## config.mk

```make
export PLATFORM = sky130hd
export DESIGN_NAME = palloc_top
export DESIGN_NICKNAME = d
export VERILOG_FILES = /design/src/rtl/palloc_pkg.sv /design/src/rtl/palloc_cluster_or.sv /design/src/rtl/palloc_steer_decode.sv /design/src/rtl/palloc_mc_gather.sv /design/src/rtl/palloc_top.sv
export SDC_FILE = /design/constraint.sdc
export NUM_CORES = 1
export LEC_CHECK = 0
export ABC_AREA = 1
export BUFFER_PORTS_ARGS = -buffer_cell sky130_fd_sc_hd__clkbuf_2
export CELL_PAD_IN_SITES_DETAIL_PLACEMENT = 2
export CELL_PAD_IN_SITES_GLOBAL_PLACEMENT = 2
export CORE_MARGIN = 4
export CORE_UTILIZATION = 16
export DETAILED_ROUTE_END_ITERATION = 12
export PLACE_DENSITY = 0.84
export SLEW_MARGIN = 15
export SYNTH_ARGS = -nofsm -noshare
export SYNTH_HDL_FRONTEND = slang
export SYNTH_SLANG_ARGS = --single-unit
```

## constraint.sdc

```tcl
create_clock -name clk -period 1.5 [get_ports clk]
set_input_delay 0.3 -clock clk [delete_from_list [all_inputs] [get_ports clk]]
set_output_delay 0.3 -clock clk [all_outputs]
set_load 0.1 [all_outputs]
```

## src/rtl/palloc_pkg.sv

```systemverilog
package palloc_pkg;

    typedef enum logic [1:0] {
        STEER_NONE  = 2'd0,
        STEER_LEFT  = 2'd1,
        STEER_OWN   = 2'd2,
        STEER_RIGHT = 2'd3
    } steer_e;

endpackage

```

## src/rtl/palloc_cluster_or.sv

```systemverilog
module palloc_cluster_or #(
    parameter int TPC = 4
) (
    input  logic [TPC-1:0] terms_i,
    output logic           hit_o
);
    // Any asserted term in the group makes the cluster contribute a 1.
    assign hit_o = |terms_i;
endmodule

```

## src/rtl/palloc_steer_decode.sv

```systemverilog
module palloc_steer_decode
    import palloc_pkg::*;
(
    input  steer_e code_i,
    output logic   to_left_o,
    output logic   to_own_o,
    output logic   to_right_o
);
    always_comb begin
        to_left_o  = 1'b0;
        to_own_o   = 1'b0;
        to_right_o = 1'b0;
        unique case (code_i)
            STEER_NONE:  ;
            STEER_LEFT:  to_left_o  = 1'b1;
            STEER_OWN:   to_own_o   = 1'b1;
            STEER_RIGHT: to_right_o = 1'b1;
        endcase
    end
endmodule

```

## src/rtl/palloc_mc_gather.sv

```systemverilog
module palloc_mc_gather (
    input  logic lo_hit_i,
    input  logic lo_sel_i,
    input  logic own_hit_i,
    input  logic own_sel_i,
    input  logic hi_hit_i,
    input  logic hi_sel_i,
    output logic sum_o
);
    // Three-source window: lower neighbour, own cluster, upper neighbour.
    assign sum_o = (lo_hit_i  & lo_sel_i)
                 | (own_hit_i & own_sel_i)
                 | (hi_hit_i  & hi_sel_i);
endmodule

```

## src/rtl/palloc_top.sv

```systemverilog
module palloc_top
    import palloc_pkg::*;
#(
    parameter int N_MC = 16,
    parameter int TPC  = 4
) (
    input  logic                clk,
    input  logic                rst_n,
    input  logic [N_MC*TPC-1:0] pterm_i,
    input  logic [2*N_MC-1:0]   steer_i,
    output logic [N_MC-1:0]     sum_o,
    output logic                cfg_err_o
);
    localparam int LAST = N_MC - 1;

    logic [N_MC-1:0] hit;
    logic [N_MC-1:0] to_l;
    logic [N_MC-1:0] to_o;
    logic [N_MC-1:0] to_r;
    logic [N_MC-1:0] sum_d;
    logic            err_d;

    // Per-cluster term OR and steering decode.
    for (genvar c = 0; c < N_MC; c++) begin : g_cluster
        palloc_cluster_or #(.TPC(TPC)) u_or (
            .terms_i (pterm_i[c*TPC +: TPC]),
            .hit_o   (hit[c])
        );
        palloc_steer_decode u_dec (
            .code_i     (steer_e'(steer_i[2*c +: 2])),
            .to_left_o  (to_l[c]),
            .to_own_o   (to_o[c]),
            .to_right_o (to_r[c])
        );
    end

    // Per-macrocell window gather; the row ends see no outer neighbour.
    for (genvar k = 0; k < N_MC; k++) begin : g_mc
        if (k == 0) begin : g_first
            palloc_mc_gather u_g (
                .lo_hit_i  (1'b0),       .lo_sel_i  (1'b0),
                .own_hit_i (hit[k]),     .own_sel_i (to_o[k]),
                .hi_hit_i  (hit[k+1]),   .hi_sel_i  (to_l[k+1]),
                .sum_o     (sum_d[k])
            );
        end else if (k == LAST) begin : g_last
            palloc_mc_gather u_g (
                .lo_hit_i  (hit[k-1]),   .lo_sel_i  (to_r[k-1]),
                .own_hit_i (hit[k]),     .own_sel_i (to_o[k]),
                .hi_hit_i  (1'b0),       .hi_sel_i  (1'b0),
                .sum_o     (sum_d[k])
            );
        end else begin : g_mid
            palloc_mc_gather u_g (
                .lo_hit_i  (hit[k-1]),   .lo_sel_i  (to_r[k-1]),
                .own_hit_i (hit[k]),     .own_sel_i (to_o[k]),
                .hi_hit_i  (hit[k+1]),   .hi_sel_i  (to_l[k+1]),
                .sum_o     (sum_d[k])
            );
        end
    end

    // Spill off either end of the row is the only illegal steering.
    assign err_d = to_l[0] | to_r[LAST];

    // Output register stage (synchronous reset).
    always_ff @(posedge clk) begin
        if (!rst_n) begin
            sum_o     <= '0;
            cfg_err_o <= 1'b0;
        end else begin
            sum_o     <= sum_d;
            cfg_err_o <= err_d;
        end
    end
endmodule

```

# Word level (Yosys, flattened, before mapping)
# Index checks and enable logic that the tools add are counted.
# totals
output_inout_bits,17
wordCells,191
input_bits,98
reg_bits,17
# op_classes
bitwise,77
mux,48
n_reduce_logical,16
n_eq_ne,48
# ops
op,count
2-bit == test (second input constant),32
4-bit OR reduction,16
1-bit 2-to-1 mux,48
1-bit bitwise AND,46
2-bit by 1-bit == test with 1-bit output (second input constant),16
1-bit bitwise OR,31

# Depth between registers and ports, before layout
# depth
depth_word,5
mapped_depth,6
mapped_depth_nobuf,6

# By module
# A second synthesis with hierarchy kept.
# hier_totals
hier_cells,263
hier_area_um2,1305.0
# modules_own_cells
mod,seq_area_each_um2,area_each_um2,cells_each,instances
palloc_top,340.3,504.2,55,1
palloc_steer_decode,0.0,22.5,6,16
palloc_mc_gather,0.0,16.3,4,16
palloc_cluster_or,0.0,11.3,3,16

# Worst setup path after synthesis
# Ideal clock, no wire load.
# synth_timing
path_type,flip-flop to output port
start,register cfg_err_o
end,output cfg_err_o
path_buffers,0
required_ns,1.200
arrival_time_ns,0.909
slack_ns,0.291
path_stages_with_launch,1
path_cell_list,dfxtp_1
# synth_rtl
item,line,text
"start, declared",palloc_top.sv:12,output logic cfg_err_o
"start signal, assigned",palloc_top.sv:73,cfg_err_o <= err_d;
# No word-level cell between the ends.

# Worst setup path after layout
# layout_timing
start,register sum_o[7]
end,output sum_o[7]
# layout_rtl
item,line,text
"start, declared",palloc_top.sv:11,"output logic [N_MC-1:0] sum_o,"
"start signal, assigned",palloc_top.sv:72,sum_o <= sum_d;
# No word-level cell between the ends.

==> run metrics <==
status finished, final reports clean; most common cell after layout, fill and taps aside clkbuf_2; area grow syn2layout 59.6%; ranking of synthesized cells by area dfxtp_1 28%, nand2_1 27%, nor2_1 19%; HP Start steer_i[30]; CP peak stage delay 450 ps; I/O Pins 115; synthesized area 1230 um^2; WP depth 1; total track usage 0.109; WHS 298 ps; die area 9170 um^2; dpl cells 458; CTS H-tree lvls 1; pwr dens 742 nW/um^2; clk root buf clkbuf_8; GR Overflow Total 0; Num CTS Buffers 3; core area 7370 um^2; Final Hold Fails 0; Clock power frac 0.242; antenna cells 0; Synth area leader dfxtp_1; RePlAce Congestion 0.691; CP required 1200 ps; relative slew slack 0.638; mux cell area share after synthesis 0; Layout Utilization 0.267; Hold Crit Depth 3; Flop pwr share 0.339; largest net degree at the start of global routing 16; DR vias/cell 3.87; DR iter-0 viols 6; First-pass DRT Iterations 2; worst min-delay path class input pin to flip-flop; clk sinks 17; starting density of the core 0.167; number of buffers added for setup after CTS 0; fmax 750 MHz; CTS tree yes; CP delay by family, top buffers and inverters; hold worst-path end cfg_err_o$_SDFF_PN0_; post-synthesis simple-gate area fraction 0.526; chip height 95.8 um; Mapped Cells 246; worst vdd ir 0.286 mV; Cell Area, Placed 1920 um^2; Post-Route WL 4890 um; Final Non-Filler Cells 462; Max Cap Viol 0; setup violators final 0; Post-Synth Adder-Cell Area 0; first-pass GRT wire length 8100 um; CP Class flip-flop to output pin; Pins Over Slew Limit 0; Final Cycle Share 0.889; Worst path slowest cell clkbuf_2; post-cts resize count 0; Post-Syn Nets 344; initial antenna violation count 0; Post-Synth XOR/XNOR Area 0; Switching Fraction 0.415; hpwl dp 4600 um; CP endpoint kind output pin; main combinational cell family by area after synthesis simple AND/OR/NAND/NOR gates; hold buffers post-CTS 0; Synth Warn # 0; Max clock buf depth 2; Reg clk slew, reported paths 70 ps; Compound-Gate Fraction of Synth Area 0.0122; Die Width 95.8 um; crit path time final 1330 ps; Antenna Violating Nets Remaining 0; design area 1970 um^2; Pint 0.854 mW; WL per Instance 10.6 um; Gate power share 0.418; Worst Max-Slew Pin Slew 545 ps; critical path, cell by cell clkbuf_2; crit path DAT 1030 ps; Seq cells post-synth 17; RSZ-0062 raised after global routing no; final net count 462; Setup crit start kind flip-flop; Avg Cell Area, Syn 5.01 um^2; CP max FO 1; Vias 1790; Setup TNS Final 0 ps; crit path buf inv count 1; post-synth top area share 0.276; input/output buffers 114; most frequent cells in the layout 112 x clkbuf_2, 89 x nand2_1, 61 x nor2_1, 58 x inv_1; Leak 1.36 nW; # DRC 0; synth unique cells 7; vias in the first global route 1976; Site Rows 31; layout cell share with drive strength beyond 1 0.325; register area share after synthesis 0.276; Psw 0.605 mW
[flip-flops by register name, indices dropped and copies added (netlist names)]
| signal | cells |
|---|---|
| sum_o | 16 |
| cfg_err_o | 1 |
[worst max-delay path by stage]
stage	end	slack (ps)	start
after floorplan	cfg_err_o	290	cfg_err_o$_SDFF_PN0_
final	sum_o[7]	170	sum_o[7]$_SDFF_PN0_
after global routing	sum_o[7]	120	sum_o[7]$_SDFF_PN0_
after detailed placement	sum_o[7]	440	sum_o[7]$_SDFF_PN0_
after CTS	sum_o[7]	140	sum_o[7]$_SDFF_PN0_
after global placement	sum_o[3]	460	sum_o[3]$_SDFF_PN0_
[power groups by stage]
stage               Clock [mW]  Sequential [mW]  Combinational (mW)
finish                   0.354            0.495               0.610
global route             0.404            0.498               0.675
CTS                      0.384            0.496               0.622
detailed placement           0            0.506               0.620
global placement             0            0.504               0.604
floorplan                    0            0.760               0.148
[layout make-up]
class	count	area, um^2
fill	952	5400
multi-input combinational	170	663
timing repair buffer	114	576
sequential	17	340
inverter	58	218
tap	99	124
clock buffer	3	41.3
clock inverter	1	5.00
[per-stage QoR]
step / setup slack [ps] / power [mW]
6_report: 167 / 1.46
5_1_grt: 123 / 1.58
4_1_cts: 141 / 1.50
3_5_place_dp: 436 / 1.13
3_3_place_gp: 463 / 1.11
2_1_floorplan: 291 / 0.908
[per-layer routing]
| layer | track usage | wire, um |
|---|---|---|
| met3 | 0.0383 | 443 |
| met4 | 0.00711 | 0 |
| met1 | 0.110 | 1810 |
| met2 | 0.221 | 2640 |
| met5 | 0 | 0 |
[cells in the mapped netlist, drive strengths merged]
master and instances:
a21oi 3, nand2 89, inv 58, nor2 61
buf 1, dfxtp 17, nand3 17
[cells by family after synthesis]
group / after synthesis
flops: 17
compound gates: 3
simple gates: 167
buf+inv: 59
No activity file was read; power rests on OpenSTA's default activity.
